### src/rtl/sd_clkdiv_pkg.sv
package sd_clkdiv_pkg;
   localparam int CTRL_W      = 16;
   localparam int HS_STOP_BIT = 9;
   localparam int CK_STOP_BIT = 8;
   localparam int PRE_LSB     = 2;
   localparam int PRE_W       = 3;
   localparam int FIN_LSB     = 0;
   localparam int FIN_W       = 2;

   typedef struct packed {
      logic             hs_stop;
      logic             ck_stop;
      logic [PRE_W-1:0] pre;
      logic [FIN_W-1:0] fin;
   } ctrl_t;

   function automatic logic [CTRL_W-1:0] ctrl_pack(ctrl_t c);
      logic [CTRL_W-1:0] v;
      v = '0;
      v[HS_STOP_BIT]           = c.hs_stop;
      v[CK_STOP_BIT]           = c.ck_stop;
      v[PRE_LSB +: PRE_W]      = c.pre;
      v[FIN_LSB +: FIN_W]      = c.fin;
      return v;
   endfunction
endpackage

### src/rtl/sd_clkdiv_ctrl.sv
module sd_clkdiv_ctrl
   import sd_clkdiv_pkg::*;
#(
   parameter int PRE_MAX      = 4,
   parameter int FIN_MAX      = 1,
   parameter int HS_STOP_FROM = 2,
   parameter int RST_PRE      = 0,
   parameter int RST_FIN      = 1
) (
   input  logic              clk,
   input  logic              rst_n,
   input  logic              wr_en,
   input  logic [CTRL_W-1:0] wr_data,
   input  logic              stop_req,
   input  logic              start_req,
   output ctrl_t             cfg,
   output logic [CTRL_W-1:0] ctrl_q
);
   localparam logic [PRE_W-1:0] PRE_LIM  = PRE_W'(PRE_MAX);
   localparam logic [FIN_W-1:0] FIN_LIM  = FIN_W'(FIN_MAX);
   localparam logic [PRE_W-1:0] HS_FROM  = PRE_W'(HS_STOP_FROM);

   logic [PRE_W-1:0] wr_pre;
   logic [FIN_W-1:0] wr_fin;
   logic             wr_ok;

   assign wr_pre = wr_data[PRE_LSB +: PRE_W];
   assign wr_fin = wr_data[FIN_LSB +: FIN_W];
   assign wr_ok  = (wr_pre <= PRE_LIM) && (wr_fin <= FIN_LIM);

   always_ff @(posedge clk) begin
      if (!rst_n) begin
         cfg.hs_stop <= 1'b1;
         cfg.ck_stop <= 1'b1;
         cfg.pre     <= PRE_W'(RST_PRE);
         cfg.fin     <= FIN_W'(RST_FIN);
      end else if (stop_req) begin
         cfg.hs_stop <= 1'b1;
         cfg.ck_stop <= 1'b1;
      end else if (start_req) begin
         cfg.hs_stop <= (cfg.pre >= HS_FROM);
         cfg.ck_stop <= 1'b0;
      end else if (wr_en && wr_ok) begin
         cfg.hs_stop <= wr_data[HS_STOP_BIT];
         cfg.ck_stop <= wr_data[CK_STOP_BIT];
         cfg.pre     <= wr_pre;
         cfg.fin     <= wr_fin;
      end
   end

   assign ctrl_q = ctrl_pack(cfg);
endmodule

### src/rtl/sd_clkdiv_prestage.sv
module sd_clkdiv_prestage #(
   parameter int PRE_W   = 3,
   parameter int PRE_MAX = 4
) (
   input  logic             clk,
   input  logic             rst_n,
   input  logic [PRE_W-1:0] code,
   output logic             tick
);
   localparam int CNT_W = (PRE_MAX > 0) ? PRE_MAX : 1;

   logic [CNT_W-1:0] cnt;
   logic [CNT_W-1:0] lim;

   // terminal count 2^code - 1: bit i set for every i below code
   for (genvar i = 0; i < CNT_W; i++) begin : g_lim
      assign lim[i] = (code > PRE_W'(i));
   end

   assign tick = (cnt == lim);

   always_ff @(posedge clk) begin
      if (!rst_n)    cnt <= '0;
      else if (tick) cnt <= '0;
      else           cnt <= cnt + 1'b1;
   end
endmodule

### src/rtl/sd_clkdiv_finstage.sv
module sd_clkdiv_finstage #(
   parameter int FIN_W      = 2,
   parameter int FIN_MAX    = 1,
   parameter bit HIGH_FIRST = 1'b0
) (
   input  logic             clk,
   input  logic             rst_n,
   input  logic             tick,
   input  logic [FIN_W-1:0] code,
   output logic             period_end,
   output logic             phase_hi
);
   localparam int CNT_W = FIN_MAX + 1;

   logic [CNT_W-1:0] cnt;
   logic [CNT_W-1:0] lim;
   logic [CNT_W-1:0] half_mask;
   logic             upper;

   // terminal count 2^(code+1) - 1; the upper half is flagged by bit 'code'
   for (genvar i = 0; i < CNT_W; i++) begin : g_lim
      assign lim[i]       = (code >= FIN_W'(i));
      assign half_mask[i] = (code == FIN_W'(i));
   end

   assign period_end = tick && (cnt == lim);
   assign upper      = |(cnt & half_mask);

   if (HIGH_FIRST) begin : g_hi_first
      assign phase_hi = ~upper;
   end else begin : g_lo_first
      assign phase_hi = upper;
   end

   always_ff @(posedge clk) begin
      if (!rst_n)          cnt <= '0;
      else if (period_end) cnt <= '0;
      else if (tick)       cnt <= cnt + 1'b1;
   end
endmodule

### src/rtl/sd_clkdiv.sv
module sd_clkdiv
   import sd_clkdiv_pkg::*;
#(
   parameter int PRE_MAX      = 4,
   parameter int FIN_MAX      = 1,
   parameter int HS_STOP_FROM = 2,
   parameter int RST_PRE      = 0,
   parameter int RST_FIN      = 1,
   parameter bit HIGH_FIRST   = 1'b0
) (
   input  logic              clk,
   input  logic              rst_n,
   input  logic              wr_en,
   input  logic [CTRL_W-1:0] wr_data,
   input  logic              stop_req,
   input  logic              start_req,
   output logic [CTRL_W-1:0] ctrl_q,
   output logic              clk_on,
   output logic              hs_ce,
   output logic              card_ce,
   output logic              card_clk
);
   if (PRE_MAX >= (1 << PRE_W)) begin : g_bad_pre
      $error("PRE_MAX does not fit the pre-divide field");
   end
   if (FIN_MAX >= (1 << FIN_W)) begin : g_bad_fin
      $error("FIN_MAX does not fit the final-stage field");
   end
   if (RST_PRE > PRE_MAX || RST_FIN > FIN_MAX) begin : g_bad_rst
      $error("reset divide codes must be valid codes");
   end

   ctrl_t            cfg;
   logic [PRE_W-1:0] act_pre;
   logic [FIN_W-1:0] act_fin;
   logic             pre_tick;
   logic             period_end;
   logic             phase_hi;

   sd_clkdiv_ctrl #(
      .PRE_MAX      (PRE_MAX),
      .FIN_MAX      (FIN_MAX),
      .HS_STOP_FROM (HS_STOP_FROM),
      .RST_PRE      (RST_PRE),
      .RST_FIN      (RST_FIN)
   ) u_ctrl (
      .clk       (clk),
      .rst_n     (rst_n),
      .wr_en     (wr_en),
      .wr_data   (wr_data),
      .stop_req  (stop_req),
      .start_req (start_req),
      .cfg       (cfg),
      .ctrl_q    (ctrl_q)
   );

   // active divide codes follow the register only at a period boundary
   always_ff @(posedge clk) begin
      if (!rst_n) begin
         act_pre <= PRE_W'(RST_PRE);
         act_fin <= FIN_W'(RST_FIN);
      end else if (period_end) begin
         act_pre <= cfg.pre;
         act_fin <= cfg.fin;
      end
   end

   sd_clkdiv_prestage #(
      .PRE_W   (PRE_W),
      .PRE_MAX (PRE_MAX)
   ) u_pre (
      .clk   (clk),
      .rst_n (rst_n),
      .code  (act_pre),
      .tick  (pre_tick)
   );

   sd_clkdiv_finstage #(
      .FIN_W      (FIN_W),
      .FIN_MAX    (FIN_MAX),
      .HIGH_FIRST (HIGH_FIRST)
   ) u_fin (
      .clk        (clk),
      .rst_n      (rst_n),
      .tick       (pre_tick),
      .code       (act_fin),
      .period_end (period_end),
      .phase_hi   (phase_hi)
   );

   assign hs_ce    = pre_tick   & ~cfg.hs_stop;
   assign card_ce  = period_end & ~cfg.ck_stop;
   assign card_clk = phase_hi   & ~cfg.ck_stop;
   assign clk_on   = ~cfg.hs_stop & ~cfg.ck_stop;
endmodule

### config.mk
export PLATFORM = sky130hd
export DESIGN_NAME = sd_clkdiv
export DESIGN_NICKNAME = d
export VERILOG_FILES = /design/src/rtl/sd_clkdiv_pkg.sv /design/src/rtl/sd_clkdiv_ctrl.sv /design/src/rtl/sd_clkdiv_prestage.sv /design/src/rtl/sd_clkdiv_finstage.sv /design/src/rtl/sd_clkdiv.sv
export SDC_FILE = /design/constraint.sdc
export NUM_CORES = 1
export LEC_CHECK = 0
export CAP_MARGIN = 20
export CORE_UTILIZATION = 46
export CTS_BUF_LIST = sky130_fd_sc_hd__clkbuf_16
export DETAILED_ROUTE_END_ITERATION = 10
export GPL_TIMING_DRIVEN = 0
export PLACE_DENSITY = 0.81
export REMOVE_ABC_BUFFERS = 1
export SYNTH_ARGS = -nofsm -noshare
export SYNTH_HDL_FRONTEND = slang
export SYNTH_HIERARCHICAL = 1
export SYNTH_SLANG_ARGS = --single-unit
### constraint.sdc
create_clock -name clk -period 4.84 [get_ports clk]
set_clock_uncertainty 0.05 [all_clocks]
set_input_delay 0.968 -clock clk [delete_from_list [all_inputs] [get_ports clk]]
set_output_delay 0.968 -clock clk [all_outputs]
set_load 0.01 [all_outputs]
[Yosys cells after proc, flatten, opt, wreduce, memory -nomap -nowiden]
Cells that the tools add are included.
Word-level totals
  register bits: 18
  bits of input ports: 21
  output and inout bits: 20
Operators by class
  add/subtract/negate cells: 2
  magnitude comparators: 9
  equality and inequality tests: 3
  multiplexer cells: 2
  bitwise operators: 10
  reduce and logical (&&, ||, !) cells: 10
Operator list (number)
  $reduce_or 2->1: 4
  $mux 7: 1
  $gt 3x1->1 const B: 2
  $gt 3x2->1 const B: 2
  $not 1->1: 5
  $add 4x1->4 const B: 1
  $and 1x1->1: 4
  $eq 4x4->1: 1
  $ge 2x1->1 const B: 2
  $ge 3x2->1 const B: 1
  $le 3x3->1 const B: 1
  $logic_and 1x1->1: 3
  $reduce_and 3->1: 1
  $add 2x1->2 const B: 1
  $and 2x2->2: 1
  $eq 2x1->1 const B: 1
  $eq 2x2->1: 1
  $le 2x1->1 const B: 1
  $logic_not 2->1: 1
  $mux 2: 1
  $reduce_bool 2->1: 1

[Longest topological paths before layout]
Gate-level depths: netlist of the first run.
  depth after elaboration: 5
  depth in mapped cells: 8
  depth with buffers taken out: 7

[Cells and area by module]
Netlist of the first run, hierarchy kept.
By module, submodules not included
  sd_clkdiv_ctrl: instances 1, cells an instance 54, area each 478.0 um^2, seq. area each 140.1 um^2
  sd_clkdiv_prestage: instances 1, cells an instance 25, area each 236.5 um^2, seq. area each 80.1 um^2
  sd_clkdiv: instances 1, cells an instance 20, area each 212.7 um^2, seq. area each 100.1 um^2
  sd_clkdiv_finstage: instances 1, cells an instance 13, area each 108.9 um^2, seq. area each 40.0 um^2

[Least setup slack after synthesis of the first run]
Ideal clock, no wire load.
  path kind: register -> output
  start: register act_pre[2]
  end: output card_ce
  arrival time: 1490 ps
  slack: 2332 ps
  stages on the path, launching flop included: 8
  buffers on the path: 1
  path through: dfxtp_1 -> and4bb_1 -> nand2_2 -> a31oi_4 -> nand2_2 -> nor2_1 -> buf_6 -> nor2b_1
On the way
  longest elaborated chain between the ends: 4
  elaborated cells between the ends (all ways): 7
  classes of those cells: 4 x order compare; 1 x eq/ne; 1 x bitwise; 1 x reduce/logical
RTL lines
  start: declaration: line sd_clkdiv.sv:34  | logic [PRE_W-1:0] act_pre;
  start signal: assignment: line sd_clkdiv.sv:60  | act_pre <= PRE_W'(RST_PRE);
  start signal: assignment: line sd_clkdiv.sv:63  | act_pre <= cfg.pre;
  $gt 3x1->1 or $gt 3x2->1 (tied branches): line sd_clkdiv_prestage.sv:17  | assign lim[i] = (code > PRE_W'(i));
  $eq 4x4->1 (*): line sd_clkdiv_prestage.sv:20  | assign tick = (cnt == lim);
  net pre_tick: line sd_clkdiv.sv:36  | logic pre_tick;
  $logic_and 1x1->1 (*): line sd_clkdiv_finstage.sv:26  | assign period_end = tick && (cnt == lim);
  net period_end: line sd_clkdiv.sv:37  | logic period_end;
  $and 1x1->1 (*): line sd_clkdiv.sv:92  | assign card_ce = period_end & ~cfg.ck_stop;
  end: declaration: line sd_clkdiv.sv:20  | output logic card_ce,
Mark *: on every way through the listed nets, which the timed path passes. The rest lies on a longest branch.

[Worst setup path after layout of the first run]
Same ends and word-level chain as after synthesis.

==> results of run 1 <==
[cell type report]
cell class	count	share of cell area, %
Sequential cell	18	28.8
Clock buffer	3	5.99
Timing Repair Buffer	22	17.6
Tap cell	27	2.70
Multi-Input combinational cell	84	45.0
[how the worst max path moves through the flow]
stage,start,end,slack (ns)
2_1_floorplan,act_pre[2],card_ce,2.15
3_3_place_gp,act_pre[2],card_ce,1.55
3_5_place_dp,act_pre[2],card_ce,1.50
4_1_cts,act_pre[2],card_ce,1.22
5_1_grt,act_pre[2],card_ce,1.11
6_report,act_pre[2],card_ce,1.24
[flip-flops by register name (all words and copies together) (netlist names)]
| name | flops |
|---|---|
| act_fin | 2 |
| act_pre | 3 |
| u_ctrl/cfg | 7 |
| u_fin/cnt | 2 |
| u_pre/cnt | 4 |
[power by group through the flow]
stage / Combinational, W / Clock (W) / Sequential [W]
6_report: 0.0000402 / 0.000161 / 0.000156
5_1_grt: 0.0000437 / 0.000167 / 0.000156
4_1_cts: 0.0000404 / 0.000164 / 0.000155
3_5_place_dp: 0.0000403 / 0 / 0.000158
3_3_place_gp: 0.0000389 / 0 / 0.000158
2_1_floorplan: 0.0000201 / 0 / 0.000158
[per-layer routing]
layer	wire [um]	track usage (%)
met1	705	16.2
met2	928	29.9
met3	70	3.70
met4	34	8.57
met5	0	0
[cell usage after synthesis (2+ instances only)]
cell,n
mux2i_1,10
nor2b_1,10
buf_6,2
buf_4,16
nand3_1,2
xnor2_1,4
nand2_1,14
nand2b_1,2
dfxtp_1,18
nand2_2,2
nor2_1,10
xor2_1,2
[through the flow]
stage | setup slack (ns) | power [W] | hold WS [ns] | std cells
finish | 1.24 | 0.000357 | 0.396 | 154
global route | 1.11 | 0.000366 | 0.427 | 154
CTS | 1.22 | 0.000360 | 0.396 | 154
detailed placement | 1.50 | 0.000199 | 0.389 | 151
global placement | 1.55 | 0.000197 | 0.391 | 151
floorplan | 2.15 | 0.000178 | 0.416 | 102
[worst max-delay path, cell delays in order, from the launching register on]
cell and delay, ns:
dfxtp_1 0.35, and4bb_1 0.30, nand2_2 0.07, a31oi_4 0.30
nand2_2 0.09, nor2_1 0.48, nor2b_1 0.20, clkdlybuf4s50_1 0.54
[cell families after synthesis]
kind of cell / Yosys count
flops: 18
other cells: 1
mux: 10
xor+xnor: 6
buf+inv: 18
fa+ha+maj: 1
simple gates: 52
compound gates: 6
==> out/results.txt, run 1 <==
Status -> completed
Leak pwr -> 0.458 nW
RR Endpoint -> act_fin[0]
Final period utilization -> 74.3%
CP Class -> reg -> out
Post-CTS setup buffer count -> 0
Slew Limit Fails -> 0
Crit path capture type -> output port
Post-route minimum period -> 3.60 ns
Sequential power share -> 43.6%
Largest net degree at the start of global routing -> 22
CTS tree -> done
Yosys top cell area share -> 34.8%
# diodes -> 0
Drt drc -> 0
IO buf count -> 22
Dominant cell type by area after synthesis -> dfxtp_1
CTS Buf Count -> 3
Drt wl/cell -> 11.3 um
Die X -> 49.5 um
Starting Density -> 50.7%
Top FF cell, synth -> dfxtp_1
Layout cells sized above 1 -> 8.66%
Skew-Pair Late Insertion Delay -> 0.25 ns
Vias in the first global route -> 704
First-pass detailed-route iteration total -> 5
All-layer global routing usage -> 16.0%
Synth Cell Area -> 1040 um^2
Power Density -> 285 nW/um^2
Cell area after layout -> 1250 um^2
ANT nets after route -> 0
Die area -> 2450 um^2
Unrepaired setup endpoints after global routing -> no
Launch point of the worst hold path -> u_ctrl/cfg[1]
Final hold viol count -> 0
XOR/XNOR Fraction of Synth Area -> 5.07%
Syn. warnings -> 6
Cts repair resizes -> 0
R2R setup slack -> 2.73 ns
DR vias/cell -> 4.99
Int Power -> 0.000282 W
Reg2Reg Depth -> 7
Clock-pin slew on the worst setup and hold paths -> 0.05 ns
Routability Congestion -> 0.680
Register area share after synthesis -> 34.8%
Comb pwr share -> 11.3%
Worst slew pin tran -> 0.613 ns
Max transition margin -> 59.0%
Final #Nets -> 151
Hold WC Path Type -> reg -> reg
Max H-tree Level -> 1
EDFF count, synth -> 0
Hold Path Sink -> u_ctrl/cfg[1]
Row count -> 16
Core area -> 2040 um^2
DRT iter0 DRCs -> 13
Layout fillers -> 180
Post-DP Area -> 1180 um^2
Max Fclk -> 0.278 GHz
Area Growth Syn to Fin -> 20.9%
Post-layout util -> 61.3%
Compound-gate portion of the synthesized area -> 5.92%
Switching Power -> 0.0000749 W
Dominant cells by area after synthesis -> dfxtp_1, buf_4, mux2i_1
Post-Synthesis Mean Instance Area -> 9.25 um^2
Sw Share -> 21.0%
Clk root buf -> clkbuf_16
IO Pins -> 41
Critical path arrival -> 2.58 ns
Commonest cells after routing, fill and taps aside -> clkdlybuf4s50_1, dfxtp_1, nand2_1
Setup-failing EPs final -> 0
Reg2reg start -> act_pre[2]
Final WL -> 1740 um
Main combinational cell family by area after synthesis -> simple AND/OR/NAND/NOR gates
Post-Route Setup TNS -> 0 ns
Hpwl dp -> 1320 um
Post-synthesis simple-gate area fraction -> 29.2%
Clk buf depth -> 2
Post-Synth Adder-Cell Area -> 1.21%
Mux contribution to synthesized area -> 9.66%
First-pass GRT wire length -> 2930 um
Vias -> 769
Synthesis-stage register bit count -> 18
Commonest non-fill, non-tap cell in the layout -> clkdlybuf4s50_1
Worst path required time -> 3.82 ns
Global route overflow -> 0
CP Max Fanout -> 7
Area taken by multi-input logic gates -> 563 um^2
Antenna violations before repair -> 0
Clock group share of total power -> 45.2%
Startpoint types -> flip-flop
Hold Path Cell Cnt -> 2
Chip Height -> 49.5 um
Syn Inst Count -> 112
Max VDD drop -> 160 uV
Register area -> 360 um^2
Clock sink count -> 18
Post-synth ARST share -> 0%
Max-cap violation count -> 0
Cts hold-fix bufs -> 0
Netlist cell types -> 32
No activity file was read; power rests on OpenSTA's default activity.
==> inputs of run 2 (changes only) <==
- CORE_UTILIZATION: 46 -> 42
- PLACE_DENSITY: 0.81 -> 0.75
- clock period: 4.84 -> 3.7 ns (I/O delays scaled with it)
==> out/results.txt, run 2 (synthesized netlist as in run 1, its figures left out) <==
Hpwl dp -> 1260 um (was 1320 um)
Crit-path max cell delay -> 0.54 ns (about the same)
Fin Hold WS -> 0.399 ns (was 0.396 ns)
Hold WC Path Type -> reg -> reg (unchanged)
Clock sink count -> 18 (unchanged)
Cell area after layout -> 1260 um^2 (was 1250 um^2)
Slowest CP cell -> clkdlybuf4s50_1 (unchanged)
Int Power -> 0.000371 W (was 0.000282 W)
Final hold viol count -> 0 (unchanged)
Drt drc -> 0 (unchanged)
Power Density -> 374 nW/um^2 (was 285 nW/um^2)
CTS tree -> done (unchanged)
All-layer global routing usage -> 15.7% (was 16.0%)
Final WL -> 1690 um (was 1740 um)
Die area -> 2670 um^2 (was 2450 um^2)
Clock group share of total power -> 45.7% (was 45.2%)
Clock-pin slew on the worst setup and hold paths -> 0.05 ns (about the same)
Antenna violations before repair -> 0 (unchanged)
Status -> completed (unchanged)
Register area -> 360 um^2 (unchanged)
Vias -> 740 (was 769)
Starting Density -> 45.5% (was 50.7%)
Post-CTS setup buffer count -> 0 (unchanged)
Sequential power share -> 43.3% (was 43.6%)
Final #Nets -> 151 (unchanged)
Chip Height -> 51.7 um (was 49.5 um)
Reg2reg start -> act_pre[2] (unchanged)
Drt wl/cell -> 10.8 um (was 11.3 um)
Slew Limit Fails -> 0 (unchanged)
Crit-path cells -> and4bb_1, nand2_2, a31oi_4, nand2_2, nor2_1, nor2b_1, clkdlybuf4s50_1 (unchanged)
Post-route minimum period -> 3.37 ns
Skew-Pair Late Insertion Delay -> 0.25 ns (about the same)
Launch point of the worst hold path -> u_ctrl/cfg[1] (unchanged)
Largest register FFs -> 7 (unchanged)
Worst path most repeated cell -> nand2_2 (unchanged)
Critical path arrival -> 2.58 ns (about the same)
CP Max Fanout -> 7 (unchanged)
Max transition margin -> 59.4% (was 59.0%)
Cts hold-fix bufs -> 0 (unchanged)
Setup crit start -> act_pre[2] (unchanged)
ANT nets after route -> 0 (unchanged)
Crit path capture type -> output port (unchanged)
Setup-failing EPs final -> 0 (unchanged)
Post-Route Setup TNS -> 0 ns (unchanged)
Startpoint types -> flip-flop (unchanged)
Max Fclk -> 0.297 GHz
IO buf count -> 22 (unchanged)
Unrepaired setup endpoints after global routing -> no (unchanged)
Max-cap violation count -> 0 (unchanged)
Pre-CTS setup slack -> 0.571 ns (was 1.50 ns)
IO Pins -> 41 (unchanged)
Final worst slack -> 0.331 ns (was 1.24 ns)
Max H-tree Level -> 1 (unchanged)
CP Class -> reg -> out (unchanged)
Vias in the first global route -> 783 (was 704)
# diodes -> 0 (unchanged)
Clk root buf -> clkbuf_16 (unchanged)
Max VDD drop -> 214 uV (was 160 uV)
Largest registers -> u_ctrl/cfg (7), u_pre/cnt (4), act_pre (3) (unchanged)
Layout cells sized above 1 -> 8.59% (was 8.66%)
DRT iter0 DRCs -> 9 (was 13)
Routability Congestion -> 0.725 (was 0.680)
Comb pwr share -> 11.0% (was 11.3%)
Switching Power -> 0.0000995 W (was 0.0000749 W)
Biggest register -> u_ctrl/cfg (unchanged)
Leak pwr -> 0.460 nW (was 0.458 nW)
Area taken by multi-input logic gates -> 563 um^2 (unchanged)
Commonest non-fill, non-tap cell in the layout -> clkdlybuf4s50_1 (unchanged)
Core area -> 2280 um^2 (was 2040 um^2)
Global route overflow -> 0 (unchanged)
Row count -> 17 (was 16)
Worst slew pin tran -> 0.607 ns (was 0.613 ns)
DR vias/cell -> 4.74 (was 4.99)
First-pass detailed-route iteration total -> 4 (was 5)
First-pass GRT wire length -> 3060 um (was 2930 um)
Final period utilization -> 91.0%
Worst path required time -> 2.91 ns (was 3.82 ns)
Area Growth Syn to Fin -> 21.4% (was 20.9%)
Die X -> 51.7 um (was 49.5 um)
Clk buf depth -> 2 (unchanged)
CTS Buf Count -> 3 (unchanged)
Commonest cells after routing, fill and taps aside -> clkdlybuf4s50_1, dfxtp_1, nand2_1 (unchanged)
Largest net degree at the start of global routing -> 22 (unchanged)
Layout fillers -> 185 (was 180)
Post-DP Area -> 1180 um^2 (about the same)
Cts repair resizes -> 0 (unchanged)
Sw Share -> 21.2% (was 21.0%)
## run 2: cell count changes in the layout (fill, tap and decap cells not counted), sizes merged
cell / change
clkinv: +1
## run 2: per-layer routing
metal	vias to the layer above	global-route usage [%]	part of all wire (%)
met4	0	12.2	1.7
li1	375	-	-
met5	-	0	0
met3	3	3.80	4.9
met1	331	16.8	43
met2	31	26.2	50
## run 2: through the flow
stage | utilization, % | power [W] | std cells
2_1_floorplan | - | 0.000233 | 102
3_3_place_gp | 51.8 | 0.000258 | 152
3_5_place_dp | 51.8 | 0.000259 | 152
4_1_cts | 55.3 | 0.000477 | 156
5_1_grt | 55.3 | 0.000493 | 156
6_report | 55.3 | 0.000470 | 156
## run 2: area by class of cell
class                           count  area share (%)
Clock buffer                        3            5.97
Clock inverter                      1           0.299
Multi-Input combinational cell     84            44.8
Sequential cell                    18            28.7
Tap cell                           28            2.79
Timing Repair Buffer               22            17.5
## run 2: power groups by stage
stage	combinational, W	sequential (W)	clock (W)
floorplan	0.0000263	0.000207	0
finish	0.0000518	0.000204	0.000215
global placement	0.0000510	0.000207	0
global route	0.0000577	0.000204	0.000231
detailed placement	0.0000521	0.000207	0
CTS	0.0000521	0.000203	0.000221
## run 2: path summary, 6_finish.rpt
check | cells past startpoint | end | slack (ns)
worst min-delay path | 2 | u_ctrl/cfg[1] | 0.40
worst min register to register | 2 | u_ctrl/cfg[1] | 0.40
worst max register to register | 7 | act_fin[0] | 1.61
worst max-delay path | 7 | card_ce | 0.33
## run 2: critical path: cells and delay by family, from the launching register on
kind	cells	cell delay, ns
AND/OR/NAND/NOR	5	1.15
AO/OA/AOI/OAI	1	0.29
buffers and inverters	1	0.54
flip-flops	1	0.35
